## config.mk

```make
export PLATFORM = sky130hd
export DESIGN_NAME = ctrl_pkt_parser
export DESIGN_NICKNAME = d
export VERILOG_FILES = /design/src/rtl/ctrl_pkt_pkg.sv /design/src/rtl/cpp_parity_chk.sv /design/src/rtl/cpp_payload_buf.sv /design/src/rtl/ctrl_pkt_parser.sv
export SDC_FILE = /design/constraint.sdc
export NUM_CORES = 1
export LEC_CHECK = 0
export BUFFER_PORTS_ARGS = -buffer_cell sky130_fd_sc_hd__buf_4
export CAP_MARGIN = 20
export CORE_UTILIZATION = 35
export CTS_BUF_LIST = sky130_fd_sc_hd__clkbuf_16
export DETAILED_ROUTE_END_ITERATION = 8
export MAX_ROUTING_LAYER = met4
export PLACE_DENSITY = 0.57
export SLEW_MARGIN = 20
export SYNTH_ARGS = -nofsm -noshare
export SYNTH_HDL_FRONTEND = slang
export SYNTH_SLANG_ARGS = --single-unit
```

## constraint.sdc

```tcl
create_clock -name clk_i -period 4.9 [get_ports clk_i]
set_input_delay 0 -clock clk_i [delete_from_list [all_inputs] [get_ports clk_i]]
set_output_delay 0 -clock clk_i [all_outputs]
set_load 0.01 [all_outputs]
```

## src/rtl/ctrl_pkt_pkg.sv

```systemverilog
package ctrl_pkt_pkg;
  localparam int WORD_W    = 32;
  localparam int BEAT_W    = 2;
  localparam int MAX_WORDS = 1 << BEAT_W;
  localparam int LEN_W     = BEAT_W + 1;

  localparam int TYPE_LSB  = 12;
  localparam int TYPE_W    = 3;
  localparam int ID_W      = 8;
  localparam int SID_LSB   = 24;
  localparam int SID_W     = 7;
  localparam int OP_LSB    = 22;
  localparam int OP_W      = 2;
  localparam int BEAT_LSB  = 20;
  localparam int ADDR_W    = 20;

  localparam logic [OP_W-1:0] OP_WRITE = 2'd0;
  localparam logic [OP_W-1:0] OP_READ  = 2'd1;
  localparam logic [OP_W-1:0] OP_BLOCK = 2'd2;
  localparam logic [OP_W-1:0] OP_RSVD  = 2'd3;

  typedef enum logic [2:0] {
    S_WAIT_SH,
    S_WAIT_CH,
    S_PAYLOAD,
    S_EMIT,
    S_ERROR
  } parse_state_e;
endpackage

```

## src/rtl/cpp_parity_chk.sv

```systemverilog
module cpp_parity_chk #(
  parameter int  WIDTH       = 32,
  parameter bit  EVEN_PARITY = 1'b1
) (
  input  logic [WIDTH-1:0] word_i,
  output logic             ok_o
);
  generate
    if (EVEN_PARITY) begin : g_even
      assign ok_o = ~^word_i;
    end else begin : g_odd
      assign ok_o = ^word_i;
    end
  endgenerate
endmodule

```

## src/rtl/cpp_payload_buf.sv

```systemverilog
module cpp_payload_buf #(
  parameter int WIDTH = 32,
  parameter int DEPTH = 4,
  localparam int IDX_W = (DEPTH > 1) ? $clog2(DEPTH) : 1
) (
  input  logic                   clk_i,
  input  logic                   rst_ni,
  input  logic                   clr_i,
  input  logic                   wr_i,
  input  logic [IDX_W-1:0]       idx_i,
  input  logic [WIDTH-1:0]       data_i,
  output logic [DEPTH*WIDTH-1:0] data_o
);
  generate
    for (genvar j = 0; j < DEPTH; j++) begin : g_slot
      logic [WIDTH-1:0] slot_q;
      always_ff @(posedge clk_i or negedge rst_ni) begin
        if (!rst_ni)                                 slot_q <= '0;
        else if (clr_i)                              slot_q <= '0;
        else if (wr_i && (idx_i == IDX_W'(j)))       slot_q <= data_i;
      end
      assign data_o[j*WIDTH +: WIDTH] = slot_q;
    end
  endgenerate
endmodule

```

## src/rtl/ctrl_pkt_parser.sv

```systemverilog
module ctrl_pkt_parser
  import ctrl_pkt_pkg::*;
#(
  parameter bit EVEN_PARITY = 1'b1
) (
  input  logic                        clk_i,
  input  logic                        rst_ni,
  input  logic                        clear_i,
  input  logic [WORD_W-1:0]           in_data_i,
  input  logic                        in_valid_i,
  input  logic                        in_last_i,
  output logic                        in_ready_o,
  output logic                        cmd_valid_o,
  input  logic                        cmd_ready_i,
  output logic [TYPE_W-1:0]           cmd_pkt_type_o,
  output logic [ID_W-1:0]             cmd_pkt_id_o,
  output logic [SID_W-1:0]            cmd_stream_id_o,
  output logic [OP_W-1:0]             cmd_opcode_o,
  output logic [LEN_W-1:0]            cmd_len_o,
  output logic [ADDR_W-1:0]           cmd_addr_o,
  output logic [MAX_WORDS*WORD_W-1:0] cmd_data_o,
  output logic                        err_parity_o,
  output logic                        err_trunc_o,
  output logic                        err_opcode_o,
  output logic                        warn_trail_o
);
  parse_state_e state_q, state_d;

  logic              par_ok, acc;
  logic              sh_ld, ch_ld, pay_wr;
  logic              perr_set, trunc_set, oper_set, trail_set;
  logic [OP_W-1:0]   in_op;
  logic              in_has_pay;
  logic [BEAT_W-1:0] beats_q, cnt_q;
  logic [TYPE_W-1:0] type_q;
  logic [ID_W-1:0]   id_q;
  logic [SID_W-1:0]  sid_q;
  logic [OP_W-1:0]   op_q;
  logic [ADDR_W-1:0] addr_q;
  logic              perr_q, trunc_q, oper_q, trail_q;

  cpp_parity_chk #(.WIDTH(WORD_W), .EVEN_PARITY(EVEN_PARITY)) i_par (
    .word_i (in_data_i),
    .ok_o   (par_ok)
  );

  assign in_ready_o = (state_q == S_WAIT_SH) || (state_q == S_WAIT_CH) ||
                      (state_q == S_PAYLOAD);
  assign acc        = in_valid_i && in_ready_o;
  assign in_op      = in_data_i[OP_LSB +: OP_W];
  assign in_has_pay = (in_op == OP_WRITE) || (in_op == OP_BLOCK);

  always_comb begin
    state_d   = state_q;
    sh_ld     = 1'b0;
    ch_ld     = 1'b0;
    pay_wr    = 1'b0;
    perr_set  = 1'b0;
    trunc_set = 1'b0;
    oper_set  = 1'b0;
    trail_set = 1'b0;
    case (state_q)
      S_WAIT_SH: if (acc) begin
        if (!par_ok) begin
          perr_set = 1'b1;
          state_d  = S_ERROR;
        end else if (in_last_i) begin
          trail_set = 1'b1;           // lone header word: drop it
        end else begin
          sh_ld   = 1'b1;
          state_d = S_WAIT_CH;
        end
      end
      S_WAIT_CH: if (acc) begin
        if (!par_ok) begin
          perr_set = 1'b1;
          state_d  = S_ERROR;
        end else begin
          ch_ld = 1'b1;
          if (in_has_pay) begin
            if (in_last_i) begin
              trunc_set = 1'b1;
              state_d   = S_ERROR;
            end else begin
              state_d = S_PAYLOAD;
            end
          end else begin
            oper_set = (in_op == OP_RSVD);
            state_d  = S_EMIT;
          end
        end
      end
      S_PAYLOAD: if (acc) begin
        pay_wr = 1'b1;
        if (cnt_q == beats_q) begin
          state_d = S_EMIT;
        end else if (in_last_i) begin
          trunc_set = 1'b1;
          state_d   = S_ERROR;
        end
      end
      S_EMIT:  if (cmd_ready_i) state_d = S_WAIT_SH;
      S_ERROR: state_d = S_ERROR;
      default: state_d = S_WAIT_SH;
    endcase
    if (clear_i) state_d = S_WAIT_SH;
  end

  always_ff @(posedge clk_i or negedge rst_ni) begin
    if (!rst_ni) begin
      state_q <= S_WAIT_SH;
      type_q  <= '0;
      id_q    <= '0;
      sid_q   <= '0;
      op_q    <= '0;
      beats_q <= '0;
      addr_q  <= '0;
      cnt_q   <= '0;
      perr_q  <= 1'b0;
      trunc_q <= 1'b0;
      oper_q  <= 1'b0;
      trail_q <= 1'b0;
    end else begin
      state_q <= state_d;
      if (sh_ld) begin
        type_q <= in_data_i[TYPE_LSB +: TYPE_W];
        id_q   <= in_data_i[0 +: ID_W];
      end
      if (ch_ld) begin
        sid_q   <= in_data_i[SID_LSB +: SID_W];
        op_q    <= in_op;
        beats_q <= in_data_i[BEAT_LSB +: BEAT_W];
        addr_q  <= in_data_i[0 +: ADDR_W];
        cnt_q   <= '0;
      end else if (pay_wr) begin
        cnt_q <= cnt_q + 1'b1;
      end
      if (clear_i) begin
        perr_q  <= 1'b0;
        trunc_q <= 1'b0;
        oper_q  <= 1'b0;
        trail_q <= 1'b0;
      end else begin
        perr_q  <= perr_q  | perr_set;
        trunc_q <= trunc_q | trunc_set;
        oper_q  <= oper_q  | oper_set;
        trail_q <= trail_q | trail_set;
      end
    end
  end

  cpp_payload_buf #(.WIDTH(WORD_W), .DEPTH(MAX_WORDS)) i_buf (
    .clk_i  (clk_i),
    .rst_ni (rst_ni),
    .clr_i  (ch_ld),
    .wr_i   (pay_wr),
    .idx_i  (cnt_q),
    .data_i (in_data_i),
    .data_o (cmd_data_o)
  );

  assign cmd_valid_o     = (state_q == S_EMIT);
  assign cmd_pkt_type_o  = type_q;
  assign cmd_pkt_id_o    = id_q;
  assign cmd_stream_id_o = sid_q;
  assign cmd_opcode_o    = op_q;
  assign cmd_addr_o      = addr_q;
  assign cmd_len_o       = {1'b0, beats_q} + 1'b1;
  assign err_parity_o    = perr_q;
  assign err_trunc_o     = trunc_q;
  assign err_opcode_o    = oper_q;
  assign warn_trail_o    = trail_q;
endmodule

```

==> results.json <==
{
  "outcome": "finished, final reports clean",
  "initial_utilization_pct": 35.87,
  "crit_type": "in -> reg",
  "cts_hold_buffers": 35,
  "top_layer": "met4",
  "largest_net_degree_at_the_start_of_global_routing": 78,
  "clk_latency_worst_skew_pair_ps": 430,
  "remaining_overflow_grt": 0,
  "floorplan.die.width_um": 154.6,
  "floorplan.die_area_um2": 23890,
  "cell_accounting_for_the_most_synthesized_area": "sky130_fd_sc_hd__dfrtp_1",
  "drt-initial-drc-count": 341,
  "clk_path_buf_depth": 2,
  "cts_tree": "done",
  "detail_route.vias_per_cell": 4.890,
  "cts_inserted_buffers": 17,
  "rsz0062_at_grt": "false",
  "placementRows": 55,
  "max-slew-margin-rel_pct": 28.61,
  "detail_route.first_pass.iterations": 5,
  "timing.final.hold_violations": 0,
  "route.layer.met1.wl_mm": 11.28,
  "synth_largest_type_area_fraction_pct": 54.99,
  "ordered_cell_list_for_the_critical_path": "dlygate4sd3_1 > buf_4 > inv_1 > ha_1 > xnor2_1 > xnor2_1 > xnor2_1 > xnor3_2 > and4_4 > buf_12 > a21oi_1",
  "crit_slowest_cell": "sky130_fd_sc_hd__and4_4",
  "final_antenna_violating_net_count": 0,
  "max_cap_violations": 0,
  "critPathRequiredTime_ps": 5200,
  "hold_class": "in -> reg",
  "ir_worst_vdd_v": 0.0002458,
  "synth.lib_cells_used.distinct": 42,
  "ys_seq_area_share_pct": 54.99,
  "synth-compound-area-share_pct": 13.72,
  "synth_mux_area_share_pct": 6.068,
  "finalSetupViolations": 0,
  "cts_root_buf": "sky130_fd_sc_hd__clkbuf_16",
  "max_freq_mhz": 313.7,
  "p_leak_nw": 5.020,
  "top_level_ports": 215,
  "max_slew.worst_pin.slew_ps": 1071,
  "worst-endpoint-arrival_ps": 3490,
  "post-cts-setup-buffer-count": 0,
  "cts_resized": 0,
  "synth_warnings": 0,
  "filler_cell_count": 2129,
  "yosys.area_share.xor_xnor_pct": 4.009,
  "timing.critical_path.from_type": "input port",
  "cp_most_frequent_cell": "sky130_fd_sc_hd__xnor2_1",
  "netlist_area_um2": 8145,
  "drcViolationCount": 0,
  "synth_edf_count": 0,
  "grt_pass1_wl_mm": 37.76,
  "coreArea_um2": 22710,
  "routed-wl-met2_mm": 11.30,
  "finalWorstPathRequiredPeriod_ps": 3188,
  "antenna_found_initial": 0,
  "buffer_ports.inserted": 214,
  "critical_path.max_stage_delay_ps": 980,
  "final_net_count": 1039,
  "post_route_cells_drive_above_1_share_pct": 39.17,
  "detail_route.wl_per_cell_um": 18.70,
  "synth_nets": 815,
  "syn_to_final_growth_pct": 32.10,
  "synth.top_cells.by_count": "sky130_fd_sc_hd__nand2_1, sky130_fd_sc_hd__dfrtp_1, sky130_fd_sc_hd__a21oi_2, sky130_fd_sc_hd__mux2_2, sky130_fd_sc_hd__a21oi_1",
  "synthesized_instance_count": 769,
  "dpl.hpwl_mm": 15.45,
  "htreeDepth": 4,
  "synth.ff_latch_count": 179,
  "met3_length_mm": 1.383,
  "final.setup_skew_ps": 12.19,
  "placement.cell_area_um2": 9806,
  "antenna-diode-count": 0,
  "summed_negative_setup_slack_over_all_endpoints_ps": 0,
  "clkSlewWorstSetupHoldPaths_ps": 70,
  "synth_simple_gate_area_share_pct": 14.84,
  "clock_sink_count": 179,
  "grt_pass1_vias": 6424,
  "power_density_nw_per_um2": 468.5,
  "vias": 6313,
  "fp.dieH_um": 154.6,
  "routability_congestion_estimate": 0.8005,
  "finish.instance_area_um2": 10760,
  "asyncSetResetFlopFracSynth_pct": 100.0,
  "synth.avg_cell_area_um2": 10.59,
  "main_combinational_cell_family_by_area_after_synthesis": "simple AND/OR/NAND/NOR gates",
  "min_period_over_period_pct": 65.06,
  "slew_limit_fails": 0,
  "grt_usage_pct": 21.38,
  "post_synth_adder_cell_area_pct": 1.229,
  "crit_path_end_kind": "register",
  "post-synth-top-count-cell": "sky130_fd_sc_hd__nand2_1",
  "detail_route.wirelength_mm": 24.14,
  "ys.flop_type": "sky130_fd_sc_hd__dfrtp_1",
  "post_synth_main_area_contributors": "sky130_fd_sc_hd__dfrtp_1, sky130_fd_sc_hd__nand2_1, sky130_fd_sc_hd__a21oi_2",
  "crit_path_max_fanout": 66
}
[where the power goes]
part / total, mW / switching [mW] / leakage (nW) / internal, mW
Clock: 1.43 / 0.619 / 0.303 / 0.810
Sequential: 2.04 / 0.225 / 2.42 / 1.81
Combinational: 1.58 / 0.762 / 2.29 / 0.814
[cell families after synthesis]
family                     Yosys count
AOI/OAI and AO/OA                  148
xor gates and xnor gates            30
adders and majority gates            8
buffers and inverters               59
DFF                                179
muxes                               44
and+or+nand+nor                    301
[cell type report]
cell class / instances / area, um^2 / area share [%]
Tap cell: 285 / 356.6 / 3.314
Inverter: 6 / 22.52 / 0.2093
Clock buffer: 17 / 425.4 / 3.953
Timing Repair Buffer: 258 / 2043 / 18.99
Clock inverter: 15 / 178.9 / 1.663
Multi-Input combinational cell: 531 / 3254 / 30.24
Sequential cell: 179 / 4479 / 41.63
[per-layer routing]
| layer | global-route usage (%) | vias to the layer above |
|---|---|---|
| li1 | - | 2971 |
| met3 | 5.352 | 16 |
| met2 | 33.31 | 186 |
| met5 | - | - |
| met4 | 4.290 | 0 |
| met1 | 28.29 | 3140 |
[path summary, 6_finish.rpt]
| path | start | to | cells after the start | slack [ps] |
|---|---|---|---|---|
| hold reg to reg | err_trunc_o | err_trunc_o | 1 | 500 |
| setup reg to reg | state_q[1] | i_buf.g_slot[0].slot_q[24] | 4 | 2220 |
| max in group asynchronous | rst_ni | i_buf.g_slot[3].slot_q[23] | 3 | 3510 |
| setup / recovery | in_data_i[22] | i_buf.g_slot[0].slot_q[24] | 11 | 1710 |
| hold / removal | in_valid_i | err_trunc_o | 4 | 80 |
| min in group asynchronous | rst_ni | cmd_pkt_id_o[7] | 2 | 160 |
[state kept, by name, indices dropped and copies added, names as in the netlist]
register,count
i_buf.g_slot.slot_q,128
cmd_addr_o,20
cmd_pkt_id_o,8
cmd_stream_id_o,7
cmd_pkt_type_o,3
state_q,3
beats_q,2
cmd_opcode_o,2
cnt_q,2
err_opcode_o,1
err_parity_o,1
err_trunc_o,1
warn_trail_o,1
[metrics by stage]
stage	setup slack (ps)	power (mW)	util, %	std cells	hold slack, ps
global placement	1834	3.609	43.18	1224	87.75
floorplan	2793	2.867	-	769	-295.6
CTS	1684	5.094	47.38	1291	57.59
global route	1497	5.317	47.38	1291	93.23
finish	1712	5.041	47.38	1291	80.42
detailed placement	1797	3.632	43.18	1224	76.51
[cells in the final DEF, fill, tap and decap left out, drive strengths merged]
cell type,n
nand2,266
inv,13
o21ai,4
nand2b,5
a31oi,2
and3,6
xnor2,24
a22o,1
o2bb2ai,1
a211oi,1
and2,1
clkinv,4
o211ai,1
xnor3,4
ha,8
buf,222
dfrtp,179
clkinvlp,1
a2bb2oi,1
nor2,11
nor3,3
mux2i,1
nand4b,1
dlygate4sd3,35
a22oi,1
nand4,3
o21a,1
bufinv,3
clkbuf,18
a21oi,131
and3b,1
a21o,2
a41o,1
mux2,43
nor2b,3
and4,1
xor2,2
o211a,1
[critical path, delay by kind of cell]
kind,cells,cell delay [ps]
adders and majority gates,1,300
xor gates and xnor gates,4,960
and+or+nand+nor,1,980
buffers and inverters,4,1140
AOI/OAI and AO/OA,1,90
Power figures use the tool's default switching activity.
